File: config.mk
export PLATFORM = sky130hd
export DESIGN_NAME = fetch_tib_top
export DESIGN_NICKNAME = d
export VERILOG_FILES = /design/src/rtl/fetch_tib_pkg.sv /design/src/rtl/fetch_tib_buf.sv /design/src/rtl/fetch_tib_steer.sv /design/src/rtl/fetch_tib_top.sv
export SDC_FILE = /design/constraint.sdc
export NUM_CORES = 2
export LEC_CHECK = 0
export BUFFER_PORTS_ARGS = -buffer_cell sky130_fd_sc_hd__buf_2
export CORE_MARGIN = 3
export CORE_UTILIZATION = 40
export DETAILED_ROUTE_END_ITERATION = 16
export PLACE_DENSITY = 0.54
export SETUP_SLACK_MARGIN = 0.1
export SLEW_MARGIN = 5
export SYNTH_ARGS = -nofsm -noshare
export SYNTH_HDL_FRONTEND = slang
export SYNTH_SLANG_ARGS = --single-unit
File: constraint.sdc
create_clock -name clk -period 31 [get_ports clk]
set_clock_uncertainty 0.05 [all_clocks]
set_input_delay 6.2 -clock clk [delete_from_list [all_inputs] [get_ports clk]]
set_output_delay 6.2 -clock clk [all_outputs]
set_load 0.01 [all_outputs]
File: src/rtl/fetch_tib_pkg.sv
package fetch_tib_pkg;
  localparam int XLEN  = 32;
  localparam int IDX_W = 4;
  localparam int OFS_W = 2;
  localparam int TAG_W = XLEN - IDX_W - OFS_W;
  localparam int DEPTH = 1 << IDX_W;

  // One buffer read result: hit flag plus the three stored fields.
  typedef struct packed {
    logic            hit;
    logic [XLEN-1:0] instr;
    logic [XLEN-1:0] tpc;
    logic [XLEN-1:0] tpc4;
  } look_t;

  function automatic logic [XLEN-1:0] step_pc(input logic [XLEN-1:0] pc);
    return pc + XLEN'(4);
  endfunction

  function automatic logic [IDX_W-1:0] index_of(input logic [XLEN-1:0] pc);
    return pc[OFS_W +: IDX_W];
  endfunction

  function automatic logic [TAG_W-1:0] tag_of(input logic [XLEN-1:0] pc);
    return pc[XLEN-1 -: TAG_W];
  endfunction
endpackage

File: src/rtl/fetch_tib_buf.sv
module fetch_tib_buf
  import fetch_tib_pkg::*;
#(
  parameter int N_RD = 2
) (
  input  logic            clk,
  input  logic            rst_n,
  input  logic            wr_req,
  input  logic [XLEN-1:0] wr_pc,
  input  logic [XLEN-1:0] wr_instr,
  input  logic [XLEN-1:0] wr_target,
  input  logic [XLEN-1:0] rd_pc  [N_RD],
  output look_t           rd_res [N_RD]
);
  // Write request is delayed by one cycle before it touches storage.
  logic            wen_q;
  logic [XLEN-1:0] wpc_q, winstr_q, wtgt_q;

  always_ff @(posedge clk) begin
    if (!rst_n) wen_q <= 1'b0;
    else        wen_q <= wr_req;
  end

  always_ff @(posedge clk) begin
    if (wr_req) begin
      wpc_q    <= wr_pc;
      winstr_q <= wr_instr;
      wtgt_q   <= wr_target;
    end
  end

  logic             ent_v     [DEPTH];
  logic [TAG_W-1:0] ent_tag   [DEPTH];
  logic [XLEN-1:0]  ent_instr [DEPTH];
  logic [XLEN-1:0]  ent_tpc   [DEPTH];
  logic [XLEN-1:0]  ent_tpc4  [DEPTH];

  always_ff @(posedge clk) begin
    if (!rst_n) begin
      for (int i = 0; i < DEPTH; i++) ent_v[i] <= 1'b0;
    end else if (wen_q) begin
      ent_v[index_of(wpc_q)] <= 1'b1;
    end
  end

  always_ff @(posedge clk) begin
    if (wen_q) begin
      ent_tag[index_of(wpc_q)]   <= tag_of(wpc_q);
      ent_instr[index_of(wpc_q)] <= winstr_q;
      ent_tpc[index_of(wpc_q)]   <= wtgt_q;
      ent_tpc4[index_of(wpc_q)]  <= step_pc(wtgt_q);
    end
  end

  for (genvar g = 0; g < N_RD; g++) begin : g_rd
    logic [IDX_W-1:0] idx;
    assign idx = index_of(rd_pc[g]);
    always_comb begin
      rd_res[g].hit   = ent_v[idx] && (ent_tag[idx] == tag_of(rd_pc[g]));
      rd_res[g].instr = ent_instr[idx];
      rd_res[g].tpc   = ent_tpc[idx];
      rd_res[g].tpc4  = ent_tpc4[idx];
    end
  end
endmodule

File: src/rtl/fetch_tib_steer.sv
module fetch_tib_steer
  import fetch_tib_pkg::*;
(
  input  logic            dec_valid,
  input  logic            dec_is_branch,
  input  logic            dec_taken,
  input  logic [XLEN-1:0] dec_target,
  input  look_t           held,
  input  logic [XLEN-1:0] pc,
  output logic            take_fast,
  output logic            take_slow,
  output logic [XLEN-1:0] next_pc
);
  logic resolved_taken;
  logic target_ok;

  assign resolved_taken = dec_valid && dec_is_branch && dec_taken;
  assign target_ok      = held.hit && (held.tpc == dec_target);
  assign take_fast      = resolved_taken && target_ok;
  assign take_slow      = resolved_taken && !target_ok;

  always_comb begin
    if (take_fast)      next_pc = held.tpc4;
    else if (take_slow) next_pc = dec_target;
    else                next_pc = step_pc(pc);
  end
endmodule

File: src/rtl/fetch_tib_top.sv
module fetch_tib_top
  import fetch_tib_pkg::*;
#(
  parameter logic [XLEN-1:0] RESET_PC = '0
) (
  input  logic            clk,
  input  logic            rst_n,
  input  logic            pc_stall,
  output logic [XLEN-1:0] imem_addr,
  input  logic [XLEN-1:0] imem_rdata,
  input  logic            dec_is_branch,
  input  logic            dec_taken,
  input  logic [XLEN-1:0] dec_target,
  input  logic            wr_req,
  input  logic [XLEN-1:0] wr_pc,
  input  logic [XLEN-1:0] wr_instr,
  input  logic [XLEN-1:0] wr_target,
  output logic            dec_valid,
  output logic [XLEN-1:0] dec_instr,
  output logic [XLEN-1:0] dec_pc
);
  localparam int N_RD = 2;

  logic [XLEN-1:0] pc_q;
  logic [XLEN-1:0] f1_instr, f1_pc;
  logic            f1_v;
  look_t           held_q;
  logic [XLEN-1:0] t2_instr, t2_pc;
  logic            use_t2;

  logic [XLEN-1:0] rd_pc  [N_RD];
  look_t           rd_res [N_RD];
  logic            take_fast, take_slow;
  logic [XLEN-1:0] next_pc;

  assign rd_pc[0] = pc_q;
  assign rd_pc[1] = held_q.tpc;

  fetch_tib_buf #(.N_RD(N_RD)) u_buf (
    .clk       (clk),
    .rst_n     (rst_n),
    .wr_req    (wr_req),
    .wr_pc     (wr_pc),
    .wr_instr  (wr_instr),
    .wr_target (wr_target),
    .rd_pc     (rd_pc),
    .rd_res    (rd_res)
  );

  fetch_tib_steer u_steer (
    .dec_valid     (dec_valid),
    .dec_is_branch (dec_is_branch),
    .dec_taken     (dec_taken),
    .dec_target    (dec_target),
    .held          (held_q),
    .pc            (pc_q),
    .take_fast     (take_fast),
    .take_slow     (take_slow),
    .next_pc       (next_pc)
  );

  always_ff @(posedge clk) begin
    if (!rst_n) begin
      pc_q     <= RESET_PC;
      f1_instr <= '0;
      f1_pc    <= '0;
      f1_v     <= 1'b0;
      held_q   <= '0;
      t2_instr <= '0;
      t2_pc    <= '0;
      use_t2   <= 1'b0;
    end else if (!pc_stall) begin
      pc_q     <= next_pc;
      f1_instr <= imem_rdata;
      f1_pc    <= pc_q;
      f1_v     <= !(take_fast || take_slow);
      held_q   <= take_fast ? rd_res[1] : rd_res[0];
      t2_instr <= held_q.instr;
      t2_pc    <= held_q.tpc;
      use_t2   <= take_fast;
    end
  end

  assign imem_addr = pc_q;
  assign dec_valid = use_t2 || f1_v;
  assign dec_instr = use_t2 ? t2_instr : f1_instr;
  assign dec_pc    = use_t2 ? t2_pc : f1_pc;
endmodule

==> metrics.md <==
| Metric | Value |
|---|---|
| Non-Filler Cell Area, Final | `119000 sq um` |
| Unrepaired setup endpoints after global routing | `no` |
| Post-Synthesis Net Count | `5406` |
| Remaining max-slew budget at the tightest pin | `0.160` |
| Library cell used as clock root buffer | `sky130_fd_sc_hd__clkbuf_16` |
| Initial antenna violation count | `34` |
| Buffers inserted during post-CTS setup optimization | `0` |
| Summed instance area of the synthesized netlist | `104000 sq um` |
| Overall Global Routing Usage | `0.243` |
| Clock tree from TritonCTS | `yes` |
| Endpoint kind of the worst setup timing path | `flop` |
| Clock buffers created by TritonCTS | `278` |
| Reg2Reg Setup Slack | `25.04 ns` |
| DRC marker count from the first detailed-route iteration | `6068` |
| Hold-fix buffer count after cts | `0` |
| Logic gate share of total power | `0.093` |
| Hold Path Class | `flop to flop` |
| Setup TNS | `0 ns` |
| Number of clock sinks seen by CTS | `2296` |
| Overall overflow remaining after global route | `0` |
| Met2 Track Usage GR | `0.386` |
| Detailed-route wire length per cell | `35.7 um` |
| Port Buffer Count | `260` |
| Proportion of synthesized chip area in sequential cells | `0.634` |
| Post-detailed-placement half-perimeter wirelength | `182000 um` |
| Outcome | `finished, final reports clean` |
| Post-synthesis cell type with the largest combined area | `sky130_fd_sc_hd__edfxtp_1` |
| Most crowded layer after global routing | `met2` |
| Overall die width | `517 um` |
| Die height | `517 um` |
| Number of enable flip-flop cells after synthesis | `2014` |
| Largest fanout on the critical path | `31` |
| Via count of the first global-routing pass | `58266` |
| Crit path time final | `10.46 ns` |
| FFs w/ async S/R, synth | `0` |
| Avg Synthesized Cell Area | `19.9 sq um` |
| Number of synthesized register bits | `2296` |
| Proportion of layout cells with a drive suffix above 1 | `0.361` |
| Starting density of the core | `0.404` |
| Number of rows in the core area | `186` |
| Bufs on Longest Clock Path | `4` |
| Distinct cell type count of the synthesized netlist | `70` |
| Final number of hold-violating endpoints | `0` |
| First-pass GRT wire length | `455000 um` |
| Clock-pin slew on the worst setup and hold paths | `0.06 ns` |
| Max-slew violations | `0` |
| Number of gates given a new drive strength after cts | `0` |
| Final nets | `5700` |
| Post-Synthesis Cells | `5238` |
| GPL Wtd Cong | `0.824` |
| Upper clock frequency limit | `95.6 MHz` |
| Area share of the leading cell type in the synthesized netlist | `0.580` |
| Post-route ant nets | `0` |
| Total Routed Length | `326000 um` |
| Largest cells by area after synthesis | `sky130_fd_sc_hd__edfxtp_1 58%, sky130_fd_sc_hd__mux4_2 25%, sky130_fd_sc_hd__dfxtp_1 5.4%, sky130_fd_sc_hd__mux2i_1 3.1%, sky130_fd_sc_hd__o211a_1 0.97%` |
| Pwr Density | `62.8 nW/um^2` |
| WP data arrival | `11.20 ns` |
| Period Utilization, post-route | `0.337` |
| Routed via count | `56460` |
| Clock Power Share | `0.430` |
| Internal power of the cells | `5.73 mW` |
| Maximum ir drop on the vdd rail | `0.0000577 V` |
| Required time at the endpoint of the critical path | `31.74 ns` |
| Final setup vio count | `0` |
| H-Tree Level Count | `5` |
| Worst setup SP type | `input port` |
| Sw power | `1.72 mW` |
| Static leakage power | `38.1 nW` |
| Filler-free cell count of the finished design | `9130` |
| Proportion of total power due to net switching | `0.230` |
| Most common flop cell mapped by yosys | `sky130_fd_sc_hd__edfxtp_1` |
| Actual transition at the worst max-transition pin | `1.26 ns` |
| Number of maximum-capacitance constraint violations | `0` |
| Met1 capacity usage during global routing | `0.336` |
| First-pass iteration count of the detailed router | `5` |
| Vias per inst | `6.18` |
| Layout overhead on the synthesized area | `13.6%` |
| Warning count from the yosys run | `0` |
| Total die area | `267000 sq um` |
| Sequential power share | `0.478` |
| Worst setup path class | `input port to flop` |
| Global Route met3 Usage | `0.0359` |
| Most common cell in the netlist | `sky130_fd_sc_hd__edfxtp_1` |
| Number of top-level pins | `263` |
| Top cell types by occurrence after synthesis | `2014 x sky130_fd_sc_hd__edfxtp_1, 1150 x sky130_fd_sc_hd__mux4_2, 319 x sky130_fd_sc_hd__mux2i_1` |
| Core Region | `258000 sq um` |
| Clk Latency, worst-skew pair | `0.93 ns` |
| Maximum number of pins on one net before global-route repair | `117` |
| Placement Cell Area | `110000 sq um` |
| Dpl cells | `8636` |
| Drt drc | `0` |
-- per-layer routing --
layer,vias to the layer above,wire [um],part of all wire
li1,22818,-,-
met1,30807,135000,0.41
met2,2302,156000,0.48
met3,533,20700,0.064
met4,0,15000,0.046
met5,-,0,0
-- cells by family after synthesis --
kind of cell / count (synthesis) / share of synthesized area
buf+inv: 428 / 0.0186
xor+xnor: 149 / 0.0125
fa+ha+maj: 2 / 0.000240
mux: 1559 / 0.289
flops: 2296 / 0.634
compound gates: 251 / 0.0186
simple gates: 553 / 0.0272
-- registers in the layout (all words and copies together), names as in the netlist, named ones only --
| name | cells |
|---|---|
| u_buf.ent_instr | 512 |
| u_buf.ent_tpc | 512 |
| u_buf.ent_tpc4 | 480 |
| u_buf.ent_tag | 416 |
| held_q | 95 |
| f1_instr | 32 |
| f1_pc | 32 |
| imem_addr | 32 |
| t2_instr | 32 |
| t2_pc | 32 |
| u_buf.winstr_q | 32 |
| u_buf.wtgt_q | 32 |
| u_buf.wpc_q | 30 |
| u_buf.ent_v | 16 |
| f1_v | 1 |
| u_buf.wen_q | 1 |
| use_t2 | 1 |
-- worst paths after layout --
path | from | endpoint | cells past startpoint
setup / recovery | dec_target[27] | held_q[56]$_SDFFE_PN0N_ | 11
hold / removal | held_q[85]$_SDFFE_PN0N_ | held_q[85]$_SDFFE_PN0N_ | 1
setup reg to reg | flop | held_q[56]$_SDFFE_PN0N_ | 8
hold reg to reg | held_q[85]$_SDFFE_PN0N_ | held_q[85]$_SDFFE_PN0N_ | 1
-- layout by cell type (no fill, tap or decap), types with 16 or more instances in the layout --
cell / count
sky130_fd_sc_hd__edfxtp_1: 2014
sky130_fd_sc_hd__mux4_2: 1150
sky130_fd_sc_hd__mux2i_1: 319
sky130_fd_sc_hd__clkbuf_16: 284
sky130_fd_sc_hd__dfxtp_1: 273
sky130_fd_sc_hd__buf_2: 257
sky130_fd_sc_hd__nand2_1: 156
sky130_fd_sc_hd__buf_4: 145
sky130_fd_sc_hd__nor2b_1: 125
sky130_fd_sc_hd__o211a_1: 101
sky130_fd_sc_hd__nor2_1: 83
sky130_fd_sc_hd__mux2_2: 75
sky130_fd_sc_hd__xor2_1: 74
sky130_fd_sc_hd__xnor2_1: 73
sky130_fd_sc_hd__clkbuf_1: 57
sky130_fd_sc_hd__nand3_1: 44
sky130_fd_sc_hd__clkinv_1: 40
sky130_fd_sc_hd__clkinv_2: 39
sky130_fd_sc_hd__a21oi_1: 34
sky130_fd_sc_hd__o21ai_0: 32
sky130_fd_sc_hd__nand4_1: 28
sky130_fd_sc_hd__bufinv_16: 27
sky130_fd_sc_hd__clkbuf_8: 18
sky130_fd_sc_hd__buf_12: 18
sky130_fd_sc_hd__diode_2: 16
sky130_fd_sc_hd__nor3_1: 16
sky130_fd_sc_hd__o21ai_1: 16
-- stage by stage --
stage / hold slack, ns / total power [mW] / util / setup slack (ns)
5_1_grt: 0.448 / 7.69 / 0.459 / 20.43
3_3_place_gp: 0.405 / 4.31 / 0.425 / 19.53
6_report: 0.427 / 7.45 / 0.459 / 20.54
4_1_cts: 0.429 / 7.53 / 0.459 / 20.53
3_5_place_dp: 0.416 / 4.32 / 0.425 / 19.56
2_1_floorplan: 0.397 / 4.07 / - / 21.13
-- power by group through the flow --
stage,Clock (mW),Combinational (mW),Sequential [mW]
2_1_floorplan,0,0.494,3.57
3_3_place_gp,0,0.699,3.62
3_5_place_dp,0,0.700,3.62
4_1_cts,3.27,0.701,3.56
5_1_grt,3.39,0.734,3.57
6_report,3.20,0.692,3.56
-- layout make-up --
| type | instances | area, sq um |
|---|---|---|
| Clock inverter | 119 | 1280 |
| Fill cell | 21628 | 140000 |
| Multi-Input combinational cell | 2514 | 36400 |
| Inverter | 19 | 93.8 |
| Timing Repair Buffer | 423 | 2780 |
| Tap cell | 3384 | 4230 |
| Antenna cell | 16 | 40.0 |
| Clock buffer | 359 | 7570 |
| Sequential cell | 2296 | 66200 |
-- worst max-delay path, stage by stage --
cell and delay (ns):
sky130_fd_sc_hd__buf_2 0.11, sky130_fd_sc_hd__xor2_1 0.14, sky130_fd_sc_hd__nor4_1 0.52, sky130_fd_sc_hd__nand4_1 0.17
sky130_fd_sc_hd__or4_1 0.62, sky130_fd_sc_hd__nor2_4 0.69, sky130_fd_sc_hd__buf_4 0.76, sky130_fd_sc_hd__buf_4 0.82
sky130_fd_sc_hd__mux2i_1 0.75, sky130_fd_sc_hd__nand2_1 0.13, sky130_fd_sc_hd__o211a_1 0.14
(Power assumes the default switching activity.)
